`src/rtl/pio_eng_pkg.sv`:
```
`timescale 1ns/1ps
package pio_eng_pkg;
    localparam int FIELD_W = 8;

    typedef enum logic [2:0] {
        PH_IDLE   = 3'd0,
        PH_SETUP  = 3'd1,
        PH_ACTIVE = 3'd2,
        PH_HOLD   = 3'd3,
        PH_RECOV  = 3'd4
    } phase_e;

    typedef struct packed {
        logic [FIELD_W-1:0] cycle;
        logic [FIELD_W-1:0] act_byte;
        logic [FIELD_W-1:0] act_word;
        logic [FIELD_W-1:0] recover;
        logic [FIELD_W-1:0] hold;
        logic [FIELD_W-1:0] setup;
        logic [FIELD_W-1:0] rdy_win;
    } pio_timing_t;
endpackage

```
`src/rtl/pio_timing_unpack.sv`:
```
`timescale 1ns/1ps
module pio_timing_unpack
    import pio_eng_pkg::*;
(
    input  logic [31:0] word_a,
    input  logic [31:0] word_b,
    output pio_timing_t tim
);
    // Field positions are fixed by the software that packs the words.
    always_comb begin
        tim.cycle    = word_a[31:24];
        tim.act_byte = word_a[23:16];
        tim.act_word = word_a[15:8];
        tim.recover  = word_a[7:0];
        tim.hold     = word_b[31:24];
        tim.setup    = word_b[23:16];
        tim.rdy_win  = word_b[15:8];
    end

    logic unused_low;
    assign unused_low = ^word_b[7:0];
endmodule

```
`src/rtl/pio_slot_timer.sv`:
```
`timescale 1ns/1ps
module pio_slot_timer #(
    parameter int LEN_W = 16
) (
    input  logic             clk,
    input  logic             rst_n,
    input  logic [LEN_W-1:0] slot_len,
    output logic             tick
);
    localparam logic [LEN_W:0] ONE_X = 1;

    typedef struct packed {
        logic [LEN_W-1:0] cnt;
        logic             tick;
    } slot_t;

    slot_t s_d, s_q;

    always_comb begin
        s_d      = s_q;
        s_d.tick = 1'b0;
        if (slot_len == '0) begin
            s_d.cnt = '0;
        end else if (({1'b0, s_q.cnt} + ONE_X) >= {1'b0, slot_len}) begin
            s_d.cnt  = '0;
            s_d.tick = 1'b1;
        end else begin
            s_d.cnt = s_q.cnt + LEN_W'(1);
        end
    end

    always_ff @(posedge clk or negedge rst_n) begin
        if (!rst_n) s_q <= '0;
        else        s_q <= s_d;
    end

    assign tick = s_q.tick;
endmodule

```
`src/rtl/pio_cycle_engine.sv`:
```
`timescale 1ns/1ps
module pio_cycle_engine
    import pio_eng_pkg::*;
#(
    parameter int DATA_W = 16,
    parameter int ADDR_W = 3,
    parameter int CNT_W  = 16,
    parameter int SLOT_W = 16
) (
    input  logic              clk,
    input  logic              rst_n,
    input  logic [31:0]       cfg_word,
    input  logic [31:0]       tim_word_a,
    input  logic [31:0]       tim_word_b,
    input  logic [31:0]       share_word,
    input  logic              req_valid,
    input  logic              req_write,
    input  logic              req_wide,
    input  logic [ADDR_W:0]   req_addr,
    input  logic [DATA_W-1:0] req_wdata,
    output logic              busy,
    output logic              rsp_done,
    output logic [DATA_W-1:0] rsp_rdata,
    output logic [1:0]        ata_cs_n,
    output logic [ADDR_W-1:0] ata_addr,
    output logic              ata_rd_n,
    output logic              ata_wr_n,
    output logic              ata_data_oe,
    output logic [DATA_W-1:0] ata_data_out,
    input  logic [DATA_W-1:0] ata_data_in,
    input  logic              ata_iordy,
    output logic              slot_tick
);
    localparam int BYTE_W = 8;
    localparam int FW     = FIELD_W;
    localparam int PAD_W  = CNT_W - FW;
    localparam logic [CNT_W:0] CNT_ONE = 1;

    // Does a counter that has completed n clocks reach lim after this clock?
    function automatic logic reached(input logic [CNT_W-1:0] n, input logic [FW-1:0] lim);
        return ({1'b0, n} + CNT_ONE) >= {{(PAD_W + 1){1'b0}}, lim};
    endfunction

    function automatic logic [CNT_W-1:0] sat_inc(input logic [CNT_W-1:0] n);
        return (n == '1) ? n : n + CNT_W'(1);
    endfunction

    typedef struct packed {
        phase_e            ph;
        logic [CNT_W-1:0]  pcnt;
        logic [CNT_W-1:0]  tot;
        logic [CNT_W-1:0]  post;
        logic              wr;
        logic              wide;
        logic [ADDR_W:0]   addr;
        logic [DATA_W-1:0] wdata;
        logic [DATA_W-1:0] rdata;
        logic              done;
    } eng_t;

    pio_timing_t tim;
    eng_t        s_d, s_q;

    logic sm_reset, rdy_en, drive;
    logic [FW-1:0] act_len, act_min, set_min;
    logic stall, fin_tail;
    logic [DATA_W-1:0] cap_data;

    assign sm_reset = cfg_word[31];
    assign rdy_en   = cfg_word[24];

    logic unused_cfg;
    assign unused_cfg = ^{cfg_word[30:25], cfg_word[23:0], share_word[15:0]};

    pio_timing_unpack unpack_i (
        .word_a (tim_word_a),
        .word_b (tim_word_b),
        .tim    (tim)
    );

    pio_slot_timer #(.LEN_W(SLOT_W)) slot_i (
        .clk      (clk),
        .rst_n    (rst_n),
        .slot_len (share_word[31:31-SLOT_W+1]),
        .tick     (slot_tick)
    );

    always_comb begin
        act_len  = s_q.wide ? tim.act_word : tim.act_byte;
        act_min  = (act_len == '0) ? FW'(1) : act_len;
        set_min  = (tim.setup == '0) ? FW'(1) : tim.setup;
        stall    = rdy_en && ({{PAD_W{1'b0}}, tim.rdy_win} <= s_q.pcnt) && !ata_iordy;
        fin_tail = reached(s_q.tot, tim.cycle) && reached(s_q.post, tim.recover);
        cap_data = s_q.wide ? ata_data_in
                            : {{(DATA_W-BYTE_W){1'b0}}, ata_data_in[BYTE_W-1:0]};

        s_d      = s_q;
        s_d.done = 1'b0;

        unique case (s_q.ph)
            PH_IDLE: begin
                if (req_valid) begin
                    s_d.ph    = PH_SETUP;
                    s_d.pcnt  = '0;
                    s_d.tot   = '0;
                    s_d.post  = '0;
                    s_d.wr    = req_write;
                    s_d.wide  = req_wide;
                    s_d.addr  = req_addr;
                    s_d.wdata = req_wide ? req_wdata
                                         : {{(DATA_W-BYTE_W){1'b0}}, req_wdata[BYTE_W-1:0]};
                end
            end
            PH_SETUP: begin
                s_d.tot = sat_inc(s_q.tot);
                if (reached(s_q.pcnt, set_min)) begin
                    s_d.ph   = PH_ACTIVE;
                    s_d.pcnt = '0;
                end else begin
                    s_d.pcnt = sat_inc(s_q.pcnt);
                end
            end
            PH_ACTIVE: begin
                s_d.tot = sat_inc(s_q.tot);
                if (reached(s_q.pcnt, act_min) && !stall) begin
                    s_d.rdata = cap_data;
                    s_d.post  = '0;
                    s_d.pcnt  = '0;
                    if (tim.hold != '0) begin
                        s_d.ph = PH_HOLD;
                    end else if (reached(s_q.tot, tim.cycle) && tim.recover == '0) begin
                        s_d.ph   = PH_IDLE;
                        s_d.done = 1'b1;
                    end else begin
                        s_d.ph = PH_RECOV;
                    end
                end else begin
                    s_d.pcnt = sat_inc(s_q.pcnt);
                end
            end
            PH_HOLD: begin
                s_d.tot  = sat_inc(s_q.tot);
                s_d.post = sat_inc(s_q.post);
                if (reached(s_q.pcnt, tim.hold)) begin
                    s_d.pcnt = '0;
                    if (fin_tail) begin
                        s_d.ph   = PH_IDLE;
                        s_d.done = 1'b1;
                    end else begin
                        s_d.ph = PH_RECOV;
                    end
                end else begin
                    s_d.pcnt = sat_inc(s_q.pcnt);
                end
            end
            PH_RECOV: begin
                s_d.tot  = sat_inc(s_q.tot);
                s_d.post = sat_inc(s_q.post);
                if (fin_tail) begin
                    s_d.ph   = PH_IDLE;
                    s_d.done = 1'b1;
                end
            end
            default: s_d.ph = PH_IDLE;
        endcase

        if (sm_reset) begin
            s_d.ph   = PH_IDLE;
            s_d.pcnt = '0;
            s_d.tot  = '0;
            s_d.post = '0;
            s_d.done = 1'b0;
        end
    end

    always_ff @(posedge clk or negedge rst_n) begin
        if (!rst_n) s_q <= '0;
        else        s_q <= s_d;
    end

    assign drive        = (s_q.ph == PH_SETUP) || (s_q.ph == PH_ACTIVE) || (s_q.ph == PH_HOLD);
    assign busy         = (s_q.ph != PH_IDLE);
    assign rsp_done     = s_q.done;
    assign rsp_rdata    = s_q.rdata;
    assign ata_cs_n     = !drive ? 2'b11 : (s_q.addr[ADDR_W] ? 2'b01 : 2'b10);
    assign ata_addr     = drive ? s_q.addr[ADDR_W-1:0] : '0;
    assign ata_rd_n     = !((s_q.ph == PH_ACTIVE) && !s_q.wr);
    assign ata_wr_n     = !((s_q.ph == PH_ACTIVE) && s_q.wr);
    assign ata_data_oe  = drive && s_q.wr;
    assign ata_data_out = s_q.wdata;
endmodule

```
`config.mk`:
```
export PLATFORM = sky130hd
export DESIGN_NAME = pio_cycle_engine
export DESIGN_NICKNAME = d
export VERILOG_FILES = /design/src/rtl/pio_eng_pkg.sv /design/src/rtl/pio_timing_unpack.sv /design/src/rtl/pio_slot_timer.sv /design/src/rtl/pio_cycle_engine.sv
export SDC_FILE = /design/constraint.sdc
export NUM_CORES = 1
export LEC_CHECK = 0
export ABC_CLOCK_PERIOD_IN_PS = 3900
export BUFFER_PORTS_ARGS = -buffer_cell sky130_fd_sc_hd__buf_2
export CAP_MARGIN = 20
export CORE_MARGIN = 5
export CORE_UTILIZATION = 55
export DETAILED_ROUTE_END_ITERATION = 12
export PLACE_DENSITY = 0.92
export SYNTH_ARGS = -nofsm -noshare
export SYNTH_HDL_FRONTEND = slang
export SYNTH_HIERARCHICAL = 1
export SYNTH_SLANG_ARGS = --single-unit
```
`constraint.sdc`:
```
create_clock -name clk -period 3.9 [get_ports clk]
set_clock_uncertainty 0.15 [all_clocks]
set_input_delay 0.195 -clock clk [delete_from_list [all_inputs] [get_ports clk]]
set_output_delay 0.195 -clock clk [all_outputs]
set_load 0.005 [all_outputs]
```
==> impl_summary.txt, run 1 <==
----------------------------------------------------
[Placed design]
  Detailed-placement wirelength estimate ... 14640 µm
  IO buf count ... 158
  RePlAce Congestion ... 0.9576

[Pwr]
  Power per standard cell area ... 433.6 mW/mm²
  Maximum ir drop on the vdd rail ... 0.2498 mV
  Portion of total power attributed to the clock network ... 21.1%
  Total power consumption of the routed design ... 4.104 mW
  Leakage component of the power ... 4.646 nW
  Switching power as a share of total power ... 37.25%
  Net switching power figure ... 1.529 mW
  Sequential fraction of design power ... 38.2%
  Int Pwr ... 2.575 mW
  Combinational Power Share ... 40.7%

[Global route]
  Largest net degree at the start of global routing ... 44
  Vias in the first global route ... 7100
  GRT Resource Usage Total ... 22.52%
  Wire length of the first global-routing pass ... 33440 µm
  Antenna violations before repair ... 1
  Overflow left after global routing ... 0

[Detailed routing]
  DR vias/cell ... 5.757
  DRC violations left ... 0
  Final ANT Viol Nets ... 0
  Drt initial violations ... 535
  Wire length after detailed routing ... 20130 µm
  Routed len/inst ... 15.97 µm
  Routed vias ... 7254
  Number of detailed-route iterations in the first pass ... 5

[Logic synthesis]
  Cells after synthesis ... 965
  Net count of the mapped netlist ... 1203
  Xor/xnor cell area share of the yosys netlist ... 3.637%
  Average instance area after synthesis ... 8.735 µm²
  Mux cell area share after synthesis ... 4.379%
  Number of register bits inferred by synthesis ... 107
  Yosys warnings ... 6
  Main flop type after synthesis ... sky130_fd_sc_hd__dfrtp_1
  Fraction of the yosys area taken by sequential cells ... 31.76%
  Simple-gate area share of the yosys netlist ... 20.96%
  Main combinational cell family by area after synthesis ... simple AND/OR/NAND/NOR gates
  Share of synthesized flip-flops with an asynchronous set or reset ... 100.0%
  Number of different library cells in the post-synthesis netlist ... 76
  Synthesized area ... 0.008429 mm²
  Post-synth EDFFs ... 0
  Post-synthesis compound-gate area fraction ... 16.03%
  Arithmetic-cell share of the synthesized area counting full adders, half adders and majority gates ... 10.09%

[Timing]
  Post-route minimum period ... 3.643 ns
  Setup violation total in the final timing report ... 0
  Total negative slack ... 0 ns
  Worst max-slew margin expressed relative to the limit ... 47.21%
  Period utilisation layout ... 93.42%
  Max Clock Freq ... 274.5 MHz
  Final-report hold violation count ... 0
  Final Max Slew Viols ... 0
  Worst Tran Pin Value ... 0.7919 ns
  Unrepaired setup endpoints after global routing ... no

[Layout]
  Synthesis-to-layout area growth ... 12.28%
  Layout cell share with drive strength beyond 1 ... 23.51%
  Net count of the finished layout ... 1305
  Antenna fix cells ... 0
  # fillers ... 1256

[Clocking]
  TritonCTS clock tree ... done
  Number of buffers added by the clock tree synthesis step ... 9
  Maximum clock insertion buffer count ... 2
  H-Tree Level Count ... 3
  Register clock-pin slew on the reported worst setup and hold paths ... 0.07 ns
  Worst skew pair latency ... 0.35 ns
  Cell chosen for the clock root ... sky130_fd_sc_hd__clkbuf_16
  Total clock sinks ... 107

[Die]
  Die Span X ... 133.8 µm
  Die outline area ... 0.01790 mm²
  Die height ... 133.8 µm
  Boundary pin count ... 213
  Row cnt ... 45
  Core area ... 0.01515 mm²
  Starting density of the core ... 55.65%

[Critical path]
  Startpoint type of the worst setup path ... register
  Class of the most critical setup path ... register to register
  Worst-path fanout max ... 10
  Arrival time worst endpoint ... 3.79 ns
  Kind of end point of the critical path ... register
  Critical path data required time ... 4.05 ns

[Flow run]
  Maximum Capacitance Violations ... 0

[Outcome]
  Status ... finished, final reports clean

[Min path]
  Worst hold path type ... input pin to register

----------------------------------------------------
## power groups by stage
stage | clock [mW] | combinational, mW | sequential (mW)
after floorplan | 0 | 1.31 | 1.50
after detailed placement | 0 | 1.59 | 1.58
after global routing | 0.926 | 1.86 | 1.61
final | 0.865 | 1.67 | 1.57
after global placement | 0 | 1.53 | 1.56
after CTS | 0.886 | 1.63 | 1.56
## through the flow
step           setup WS, ns  hold WS [ns]  cells  cell area, µm²  util [%]
2_1_floorplan        0.5087       -0.2506    965            8429         -
5_1_grt            0.006511       0.02366   1260            9464     62.49
3_5_place_dp         0.1828       0.05037   1203            8730     57.64
3_3_place_gp         0.2389       0.04481   1203            8730     57.64
4_1_cts              0.1493      0.003985   1258            9400     62.07
6_report             0.2566       0.02052   1260            9464     62.49
## flip-flops by register name, summed over array words and instances (netlist names)
signal	cells
ata_data_out	16
slot_i/tick	1
slot_i/s_q	16
rsp_rdata	16
s_q	57
rsp_done	1
## final cells by class
cell class | count | area [µm²] | share of cell area [%]
clock buffers | 10 | 239.0 | 2.525
multi-input cells | 665 | 4668 | 49.33
inverters | 69 | 259.0 | 2.737
repair buffers | 215 | 1339 | 14.15
well taps | 188 | 235.2 | 2.485
flip-flops and latches | 107 | 2683 | 28.34
clock inverters | 6 | 41.29 | 0.4363
## cells in the final DEF, fill, tap and decap left out, types with 31 or more instances in the layout
| cell type | count |
|---|---|
| sky130_fd_sc_hd__ha_1 | 68 |
| sky130_fd_sc_hd__dlygate4sd3_1 | 39 |
| sky130_fd_sc_hd__dfrtp_1 | 103 |
| sky130_fd_sc_hd__buf_2 | 157 |
| sky130_fd_sc_hd__inv_1 | 69 |
| sky130_fd_sc_hd__nand3_1 | 41 |
| sky130_fd_sc_hd__nand2_1 | 81 |
| sky130_fd_sc_hd__o21ai_0 | 68 |
| sky130_fd_sc_hd__nand4_1 | 31 |
| sky130_fd_sc_hd__nor2_1 | 70 |
## critical path, stage by stage, from the launching register on
cell,delay [ns]
sky130_fd_sc_hd__dfrtp_2,0.46
sky130_fd_sc_hd__nand4_2,0.22
sky130_fd_sc_hd__inv_1,0.13
sky130_fd_sc_hd__nand2_1,0.08
sky130_fd_sc_hd__nand2_1,0.11
sky130_fd_sc_hd__nand2_1,0.16
sky130_fd_sc_hd__ha_1,0.35
sky130_fd_sc_hd__o21a_1,0.18
sky130_fd_sc_hd__o21ai_0,0.15
sky130_fd_sc_hd__a211oi_1,0.06
sky130_fd_sc_hd__or4_1,0.47
sky130_fd_sc_hd__o211ai_1,0.27
sky130_fd_sc_hd__a21boi_2,0.16
sky130_fd_sc_hd__buf_4,0.21
sky130_fd_sc_hd__a311oi_2,0.25
sky130_fd_sc_hd__o22a_1,0.17
## path summary, 6_finish.rpt
| path | from | end | slack, ns | cells past startpoint |
|---|---|---|---|---|
| setup / recovery | s_q[73]$_DFFE_PN0P_ | s_q[81]$_DFFE_PN0P_ | 0.26 | 15 |
| hold / removal | req_wide | ata_data_out[8]$_DFFE_PN0P_ | 0.02 | 3 |
| setup reg to reg | s_q[73]$_DFFE_PN0P_ | s_q[81]$_DFFE_PN0P_ | 0.26 | 15 |
| hold reg to reg | ata_data_out[15]$_DFFE_PN0P_ | ata_data_out[15]$_DFFE_PN0P_ | 0.33 | 2 |
| max in group asynchronous | rst_n | s_q[37]$_DFFE_PN0P_ | 2.42 | 3 |
| min in group asynchronous | rst_n | slot_i/s_q[1]$_DFF_PN0_ | 0.22 | 2 |
## Yosys cell counts (7+ instances only)
cell type / count / share of area [%]
sky130_fd_sc_hd__buf_4: 89 / 7.9
sky130_fd_sc_hd__xnor2_1: 22 / 2.3
sky130_fd_sc_hd__nor3b_1: 7 / 0.62
sky130_fd_sc_hd__buf_2: 8 / 0.48
sky130_fd_sc_hd__a21oi_1: 28 / 1.7
sky130_fd_sc_hd__xor2_1: 13 / 1.4
sky130_fd_sc_hd__o21ai_0: 68 / 4.0
sky130_fd_sc_hd__nand4_1: 31 / 2.3
sky130_fd_sc_hd__and3_1: 8 / 0.59
sky130_fd_sc_hd__nand3_1: 41 / 2.4
sky130_fd_sc_hd__and4_1: 10 / 1.0
sky130_fd_sc_hd__ha_1: 68 / 10
sky130_fd_sc_hd__nor3_1: 9 / 0.53
sky130_fd_sc_hd__and2_1: 10 / 0.74
sky130_fd_sc_hd__nand2_1: 81 / 3.6
sky130_fd_sc_hd__clkbuf_1: 22 / 0.98
sky130_fd_sc_hd__mux2i_1: 11 / 1.3
sky130_fd_sc_hd__nor2_1: 70 / 3.1
sky130_fd_sc_hd__a211oi_1: 9 / 0.80
sky130_fd_sc_hd__dfrtp_1: 107 / 32
sky130_fd_sc_hd__nor4_1: 11 / 0.82
sky130_fd_sc_hd__a22o_1: 12 / 1.2
sky130_fd_sc_hd__nand2b_1: 8 / 0.59
sky130_fd_sc_hd__o31ai_1: 23 / 2.0
sky130_fd_sc_hd__nor3b_2: 10 / 1.5
sky130_fd_sc_hd__mux2_2: 22 / 2.9
sky130_fd_sc_hd__inv_1: 69 / 3.1
## routing by layer
layer	vias to the layer above	wire, µm	GRT usage, %
met5	-	20	0
met4	2	357	7.543
met3	31	1078	3.563
met2	241	10180	40.90
met1	3398	8486	27.16
li1	3582	-	-
## cells by family after synthesis
| family | Yosys count |
|---|---|
| compound gates | 200 |
| xor+xnor | 35 |
| fa+ha+maj | 68 |
| buf+inv | 193 |
| flops | 107 |
| mux | 34 |
| simple gates | 328 |
## what timing repair did
item	4_1_cts	5_1_grt
endpoints found under the hold margin	77	0
hold buffers	39	0
gates resized for setup	0	8
buffers inserted	0	1
endpoints found under the setup margin	0	16
(Power assumes the default switching activity.)
==> run 2, diff against run 1 <==
Settings changed: ABC_AREA from default to 1.
==> impl_summary.txt, run 2 <==
----------------------------------------------------
[Detailed routing]
  DRC violations left ... 0 (unchanged)
  DR vias/cell ... 5.237 (-9.0%)
  Final ANT Viol Nets ... 0 (unchanged)
  Wire length after detailed routing ... 21550 µm (+7.1%)
  Routed len/inst ... 13.94 µm (-13%)
  Drt initial violations ... 559 (+4.5%)
  Routed vias ... 8096 (+12%)
  Number of detailed-route iterations in the first pass ... 5 (unchanged)

[Critical path]
  Kind of end point of the critical path ... register
  Most prevalent standard cell on the critical path ... sky130_fd_sc_hd__nand2_1
  Cell type group with the largest total delay on the critical path ... simple AND/OR/NAND/NOR gates
  Reg2reg end ... rsp_rdata[15]$_DFFE_PN0P_
  Arrival time worst endpoint ... 3.66 ns (-0.13 ns)
  Class of the most critical setup path ... register to register
  Buffering stage count on the worst path with inverters included ... 2 (unchanged)
  CP cell instances ... ha_1 > nand2_1 > nor2_1 > xor2_1 > inv_1 > ha_1 > nand2_1 > nor4_1 > nand2_1 > nand3b_1 > nand2_1 > nand3_2 > buf_4 > o21ai_0
  Delay contributed by the slowest stage of the critical path ... 0.39 ns (-0.08 ns)
  Worst setup path start ... s_q[71]$_DFFE_PN0P_
  Crit path capture ... rsp_rdata[15]$_DFFE_PN0P_
  R2R setup slack ... 0.35 ns (+0.09 ns)
  Critical path data required time ... 4.01 ns (-0.04 ns)
  Launch instance of the worst register-to-register path ... s_q[71]$_DFFE_PN0P_
  CP Depth ... 14 (-1)
  Cell at the slowest stage of the critical path ... sky130_fd_sc_hd__dfrtp_1
  Depth of the worst register-to-register path ... 14 (-1)
  Startpoint type of the worst setup path ... register
  Worst-path fanout max ... 15 (+5)

[Layout]
  Highest-count cells in the layout ignoring fill and taps ... sky130_fd_sc_hd__nand2_1 (336), sky130_fd_sc_hd__inv_1 (176), sky130_fd_sc_hd__buf_2 (157), sky130_fd_sc_hd__dfrtp_1 (107), sky130_fd_sc_hd__nor2_1 (100)
  Antenna fix cells ... 0 (unchanged)
  FF/Latch Area ... 0.002678 mm² (-0.19%)
  Net count of the finished layout ... 1563 (+20%)
  # fillers ... 1297 (+3.3%)
  Most common library cell in the layout ignoring fill and taps ... sky130_fd_sc_hd__nand2_1
  Most flops, register ... s_q
  Final design area excluding fillers ... 0.009784 mm² (+3.4%)
  Layout cell share with drive strength beyond 1 ... 18.12% (-5.4 points)
  Number of cells in the finished layout apart from fillers ... 1546 (+23%)
  Number of flip-flops under the largest register name ... 57 (unchanged)
  Util after Layout ... 62.27% (-0.22 points)
  Area of combinational cells with multiple inputs ... 0.004598 mm² (-1.5%)
  Synthesis-to-layout area growth ... 12.24% (about the same)

[Global route]
  Vias in the first global route ... 8007 (+13%)
  Wire length of the first global-routing pass ... 36180 µm (+8.2%)
  GRT Resource Usage Total ... 23.87% (+1.3 points)
  Overflow left after global routing ... 0 (unchanged)
  Largest net degree at the start of global routing ... 52 (+18%)
  Antenna violations before repair ... 0 (-1)

[Clocking]
  Cells resized by post-CTS repair ... 0 (unchanged)
  TritonCTS clock tree ... done
  Register clock-pin slew on the reported worst setup and hold paths ... 0.08 ns (about the same)
  H-Tree Level Count ... 3 (unchanged)
  Number of buffers added by the clock tree synthesis step ... 9 (unchanged)
  Total clock sinks ... 107 (unchanged)
  Worst skew pair latency ... 0.36 ns (about the same)
  Post-CTS setup buffer count ... 0 (unchanged)
  Cell chosen for the clock root ... sky130_fd_sc_hd__clkbuf_16
  Maximum clock insertion buffer count ... 2 (unchanged)
  Hold buffer count at CTS ... 40 (+2.6%)

[Logic synthesis]
  Post-synthesis compound-gate area fraction ... 7.693% (-8.3 points)
  Cells after synthesis ... 1213 (+26%)
  Share of synthesized flip-flops with an asynchronous set or reset ... 100.0% (unchanged)
  Synthesized area ... 0.008717 mm² (+3.4%)
  Main combinational cell family by area after synthesis ... simple AND/OR/NAND/NOR gates
  Cell taking the most area after synthesis ... sky130_fd_sc_hd__dfrtp_1
  Commonest cells post-synth ... sky130_fd_sc_hd__nand2_1 (336), sky130_fd_sc_hd__inv_1 (176), sky130_fd_sc_hd__dfrtp_1 (107), sky130_fd_sc_hd__nor2_1 (100), sky130_fd_sc_hd__buf_4 (88)
  Main flop type after synthesis ... sky130_fd_sc_hd__dfrtp_1
  Mux cell area share after synthesis ... 2.124% (-2.3 points)
  Dominant cell by count in the synthesized netlist ... sky130_fd_sc_hd__nand2_1
  Post-synth EDFFs ... 0 (unchanged)
  Fraction of the yosys area taken by sequential cells ... 30.72% (-1.0 points)
  Xor/xnor cell area share of the yosys netlist ... 2.813% (-0.82 points)
  Number of register bits inferred by synthesis ... 107 (unchanged)
  Average instance area after synthesis ... 7.186 µm² (-18%)
  Net count of the mapped netlist ... 1451 (+21%)
  Simple-gate area share of the yosys netlist ... 30.36% (+9.4 points)
  Synth top area share ... 30.72% (-1.0 points)
  Number of different library cells in the post-synthesis netlist ... 42 (-45%)
  Ranking of synthesized cells by area ... sky130_fd_sc_hd__dfrtp_1 (31%), sky130_fd_sc_hd__nand2_1 (14%), sky130_fd_sc_hd__ha_1 (9.8%)
  Yosys warnings ... 6 (unchanged)
  Arithmetic-cell share of the synthesized area counting full adders, half adders and majority gates ... 9.760% (-0.33 points)

[Timing]
  Worst Tran Pin Value ... 0.7243 ns (-0.06755 ns)
  Total negative slack ... 0 ns (unchanged)
  Period utilisation layout ... 91.09% (-2.3 points)
  Setup violation total in the final timing report ... 0 (unchanged)
  Unrepaired setup endpoints after global routing ... no
  Final setup margin ... 0.3475 ns (+0.09094 ns)
  Worst hold margin ... 0.02510 ns (+0.004585 ns)
  Max Clock Freq ... 281.5 MHz (+2.6%)
  Final Max Slew Viols ... 0 (unchanged)
  Final-report hold violation count ... 0 (unchanged)
  Worst max-slew margin expressed relative to the limit ... 51.53% (+4.3 points)
  Post-route minimum period ... 3.552 ns (-0.09094 ns)

[Placed design]
  RePlAce Congestion ... 0.9535 (-0.43%)
  IO buf count ... 158 (unchanged)
  Detailed-placement wirelength estimate ... 15720 µm (+7.4%)
  Worst slack after detailed placement ... 0.4927 ns (+0.3098 ns)
  Placed Instances ... 1490 (+24%)
  Post-Place Cell Area ... 0.009069 mm² (+3.9%)

[Die]
  Die height ... 135.9 µm (+1.6%)
  Core area ... 0.01571 mm² (+3.7%)
  Die outline area ... 0.01847 mm² (+3.2%)
  Boundary pin count ... 213 (unchanged)
  Row cnt ... 46 (+2.2%)
  Die Span X ... 135.9 µm (+1.6%)
  Starting density of the core ... 55.48% (-0.18 points)

[Outcome]
  Status ... finished, final reports clean

[Pwr]
  Total power consumption of the routed design ... 3.645 mW (-11%)
  Leakage component of the power ... 5.452 nW (+17%)
  Power per standard cell area ... 372.5 mW/mm² (-14%)
  Maximum ir drop on the vdd rail ... 0.3448 mV (+38%)

[Min path]
  Worst hold path type ... input pin to register

[Flow run]
  Maximum Capacitance Violations ... 0 (unchanged)

----------------------------------------------------
## run 2: cell types whose count changed after synthesis, sizes merged, moves of 15 or more
cell,previous run,this run
nand2,81,342
inv,69,179
nor2,72,120
nand3,41,79
o31ai,24,0
xnor2,22,4
nor3b,17,0
clkbuf,22,7
mux2,23,8
## run 2: cell families after synthesis
kind of cell / after synthesis
AOI/OAI and AO/OA: 115
xor gates and xnor gates: 28
adders and majority gates: 68
buffers and inverters: 284
DFF: 107
muxes: 16
and+or+nand+nor: 595
## run 2: worst reg2reg max path: stages (launching register included)
cell,delay [ns]
sky130_fd_sc_hd__dfrtp_1,0.39
sky130_fd_sc_hd__ha_1,0.19
sky130_fd_sc_hd__nand2_1,0.12
sky130_fd_sc_hd__nor2_1,0.26
sky130_fd_sc_hd__xor2_1,0.21
sky130_fd_sc_hd__inv_1,0.14
sky130_fd_sc_hd__ha_1,0.33
sky130_fd_sc_hd__nand2_1,0.08
sky130_fd_sc_hd__nor4_1,0.34
sky130_fd_sc_hd__nand2_1,0.09
sky130_fd_sc_hd__nand3b_1,0.16
sky130_fd_sc_hd__nand2_1,0.12
sky130_fd_sc_hd__nand3_2,0.31
sky130_fd_sc_hd__buf_4,0.33
sky130_fd_sc_hd__o21ai_0,0.23
## run 2: metal layers
| layer | vias up | part of all wire, % | GRT usage [%] |
|---|---|---|---|
| met3 | 46 | 7.5 | 5.329 |
| met4 | 0 | 2.3 | 7.727 |
| met5 | - | 0 | 0 |
| li1 | 4005 | - | - |
| met1 | 3694 | 41 | 29.38 |
| met2 | 351 | 49 | 41.59 |
## run 2: cell type report
class,count,share of cell area [%]
clock inverters,7,0.9207
repair buffers,205,12.74
inverters,180,6.918
multi-input cells,822,46.99
clock buffers,9,2.302
flip-flops and latches,107,27.37
well taps,216,2.762
## run 2: power breakdown
part           leakage, nW  switching [mW]  internal (mW)
Clock                0.157           0.473          0.520
Combinational         3.85           0.751          0.471
Sequential            1.45           0.142           1.29
Total                 5.45            1.36           2.28
## run 2: worst min-delay path by stage
stage,start,to,slack [ns],cells past startpoint
2_1_floorplan,rst_n,ata_data_out[0]$_DFFE_PN0P_,-0.25,0
3_3_place_gp,rst_n,s_q[73]$_DFFE_PN0P_,0.13,1
3_5_place_dp,rst_n,s_q[75]$_DFFE_PN0P_,0.13,1
4_1_cts,req_wide,ata_data_out[13]$_DFFE_PN0P_,0.001,3
5_1_grt,req_wide,ata_data_out[14]$_DFFE_PN0P_,0.03,3
6_report,req_wide,ata_data_out[8]$_DFFE_PN0P_,0.03,3
==> run 3, diff against run 2 <==
Settings changed: ABC_CLOCK_PERIOD_IN_PS 3900 to 4100.
Clock period 3.9 ns to 4.1 ns, I/O delays scaled along.
==> impl_summary.txt, run 3 (synthesized netlist as in run 2, its figures left out) <==
----------------------------------------------------
[Outcome]
  Status ... finished, final reports clean

[Layout]
  # fillers ... 1264 (-2.5%)
  Most flops, register ... s_q
  Number of flip-flops under the largest register name ... 57 (unchanged)
  Final design area excluding fillers ... 0.009771 mm² (-0.14%)
  Most common library cell in the layout ignoring fill and taps ... sky130_fd_sc_hd__nand2_1
  Antenna fix cells ... 0 (unchanged)
  Highest-count cells in the layout ignoring fill and taps ... sky130_fd_sc_hd__nand2_1 (336), sky130_fd_sc_hd__inv_1 (176), sky130_fd_sc_hd__buf_2 (157), sky130_fd_sc_hd__dfrtp_1 (107), sky130_fd_sc_hd__nor2_1 (100)
  Layout cell share with drive strength beyond 1 ... 18.13% (about the same)
  Synthesis-to-layout area growth ... 12.09%
  Net count of the finished layout ... 1562 (-0.064%)

[Clocking]
  Worst skew pair latency ... 0.36 ns (about the same)
  Register clock-pin slew on the reported worst setup and hold paths ... 0.08 ns (about the same)
  Number of buffers added by the clock tree synthesis step ... 9 (unchanged)
  TritonCTS clock tree ... done
  Cells resized by post-CTS repair ... 0 (unchanged)
  Total clock sinks ... 107 (unchanged)
  Cell chosen for the clock root ... sky130_fd_sc_hd__clkbuf_16
  H-Tree Level Count ... 3 (unchanged)
  Maximum clock insertion buffer count ... 2 (unchanged)

[Pwr]
  Leakage component of the power ... 5.446 nW (about the same)
  Total power consumption of the routed design ... 3.403 mW (-6.6%)
  Maximum ir drop on the vdd rail ... 0.3833 mV (+11%)
  Power per standard cell area ... 348.3 mW/mm² (-6.5%)

[Min path]
  Worst hold path type ... input pin to register
  Number of stages on the worst hold path ... 3 (unchanged)

[Global route]
  Vias in the first global route ... 8093 (+1.1%)
  Antenna violations before repair ... 0 (unchanged)
  Wire length of the first global-routing pass ... 37000 µm (+2.2%)
  GRT Resource Usage Total ... 24.31% (+0.44 points)
  Largest net degree at the start of global routing ... 84 (+62%)
  Overflow left after global routing ... 0 (unchanged)

[Critical path]
  Most prevalent standard cell on the critical path ... sky130_fd_sc_hd__nand2_1
  R2R setup slack ... 0.64 ns (+0.29 ns)
  Depth of the worst register-to-register path ... 16 (+2)
  Startpoint type of the worst setup path ... register
  Delay contributed by the slowest stage of the critical path ... 0.40 ns (about the same)
  Class of the most critical setup path ... register to register
  Cell at the slowest stage of the critical path ... sky130_fd_sc_hd__dfrtp_1
  Arrival time worst endpoint ... 3.56 ns (-0.10 ns)
  Kind of end point of the critical path ... register
  CP cell instances ... ha_1 > nand2_1 > nor2_1 > xor2_1 > inv_1 > ha_1 > nand2_1 > nor4_1 > nand2_1 > nand3b_1 > nand2_1 > nand2_2 > nand2_1 > nand3_2 > o211ai_1 > nand2_1
  Critical path data required time ... 4.20 ns (+0.19 ns)
  Worst-path fanout max ... 16 (+1)

[Detailed routing]
  Routed vias ... 8189 (+1.1%)
  DR vias/cell ... 5.300 (+1.2%)
  Wire length after detailed routing ... 22090 µm (+2.5%)
  Final ANT Viol Nets ... 0 (unchanged)
  DRC violations left ... 0 (unchanged)
  Number of detailed-route iterations in the first pass ... 6 (+1)
  Routed len/inst ... 14.30 µm (+2.6%)
  Drt initial violations ... 563 (+0.72%)

[Die]
  Die height ... 135.9 µm (unchanged)
  Boundary pin count ... 213 (unchanged)
  Die Span X ... 135.9 µm (unchanged)
  Die outline area ... 0.01847 mm² (unchanged)
  Row cnt ... 46 (unchanged)
  Core area ... 0.01571 mm² (unchanged)
  Starting density of the core ... 55.48% (unchanged)

[Timing]
  Post-route minimum period ... 3.462 ns (-0.09054 ns)
  Worst max-slew margin expressed relative to the limit ... 48.96% (-2.6 points)
  Max Clock Freq ... 288.9 MHz (+2.6%)
  Total negative slack ... 0 ns (unchanged)
  Final Max Slew Viols ... 0 (unchanged)
  Unrepaired setup endpoints after global routing ... no
  Final-report hold violation count ... 0 (unchanged)
  Period utilisation layout ... 84.44% (-6.7 points)
  Worst Tran Pin Value ... 0.7656 ns (+0.04127 ns)
  Setup violation total in the final timing report ... 0 (unchanged)

[Placed design]
  Detailed-placement wirelength estimate ... 15620 µm (-0.68%)
  Post-Place Cell Area ... 0.009061 mm² (about the same)
  RePlAce Congestion ... 0.9185 (-3.7%)
  IO buf count ... 158 (unchanged)

[Flow run]
  Maximum Capacitance Violations ... 0 (unchanged)

----------------------------------------------------
-- run 3: cell count changes in the layout (fill, tap and decap cells not counted) --
cell	delta
sky130_fd_sc_hd__clkinv_4	+2
sky130_fd_sc_hd__buf_16	+1
sky130_fd_sc_hd__buf_4	-1
sky130_fd_sc_hd__bufinv_16	-1
sky130_fd_sc_hd__dlygate4sd3_1	-1
sky130_fd_sc_hd__inv_8	-1
-- run 3: power by group --
part           switching (mW)  internal (mW)
sequential              0.153           1.23
clock                   0.448          0.431
combinational           0.700          0.446
-- run 3: stage by stage --
stage | setup WS (ns) | hold slack, ns | std cells | utilization (%)
finish | 0.6381 | 0.04045 | 1545 | 62.18
global route | 0.3571 | 0.03149 | 1545 | 62.18
CTS | 0.6915 | 0.004899 | 1544 | 62.01
detailed placement | 0.7268 | 0.2584 | 1489 | 57.67
global placement | 0.7938 | 0.2566 | 1488 | 57.62
floorplan | 1.183 | -0.2406 | 1213 | -
-- run 3: metal layers --
layer  vias up  GRT usage [%]  share of wire, %  wire [µm]
met5         -              0                 0          0
met4         0          10.36               3.4        750
met3        76          4.515               6.9       1518
met2       362          42.51                49      10720
met1      3744          29.32                41       9097
li1       4007              -                 -          -
-- run 3: what timing repair did --
action,4_1_cts,5_1_grt
endpoints found under the hold margin,120,0
buffers inserted,0,0
hold buffers,39,0
-- run 3: critical path, delay by kind of cell, from the launching register on --
kind	cells	cell delay (ns)
AOI/OAI and AO/OA	1	0.22
xor gates and xnor gates	1	0.20
adders and majority gates	2	0.51
buffers and inverters	1	0.14
DFF	1	0.40
and+or+nand+nor	11	1.70
-- run 3: path summary, 6_finish.rpt --
kind / from / to
max: s_q[71]$_DFFE_PN0P_ / s_q[74]$_DFFE_PN0P_
min: req_wide / s_q[37]$_DFFE_PN0P_
max reg2reg: s_q[71]$_DFFE_PN0P_ / s_q[74]$_DFFE_PN0P_
min reg2reg: ata_data_out[2]$_DFFE_PN0P_ / ata_data_out[2]$_DFFE_PN0P_
max in group asynchronous: rst_n / s_q[50]$_DFFE_PN0P_
min in group asynchronous: rst_n / s_q[73]$_DFFE_PN0P_
-- run 3: final cells by class --
cell class	count	area [µm²]	area share [%]
clock buffers	9	225.2	2.305
clock inverters	7	66.31	0.6787
inverters	180	676.9	6.928
multi-input cells	822	4598	47.06
flip-flops and latches	107	2678	27.40
well taps	216	270.3	2.766
repair buffers	204	1256	12.86
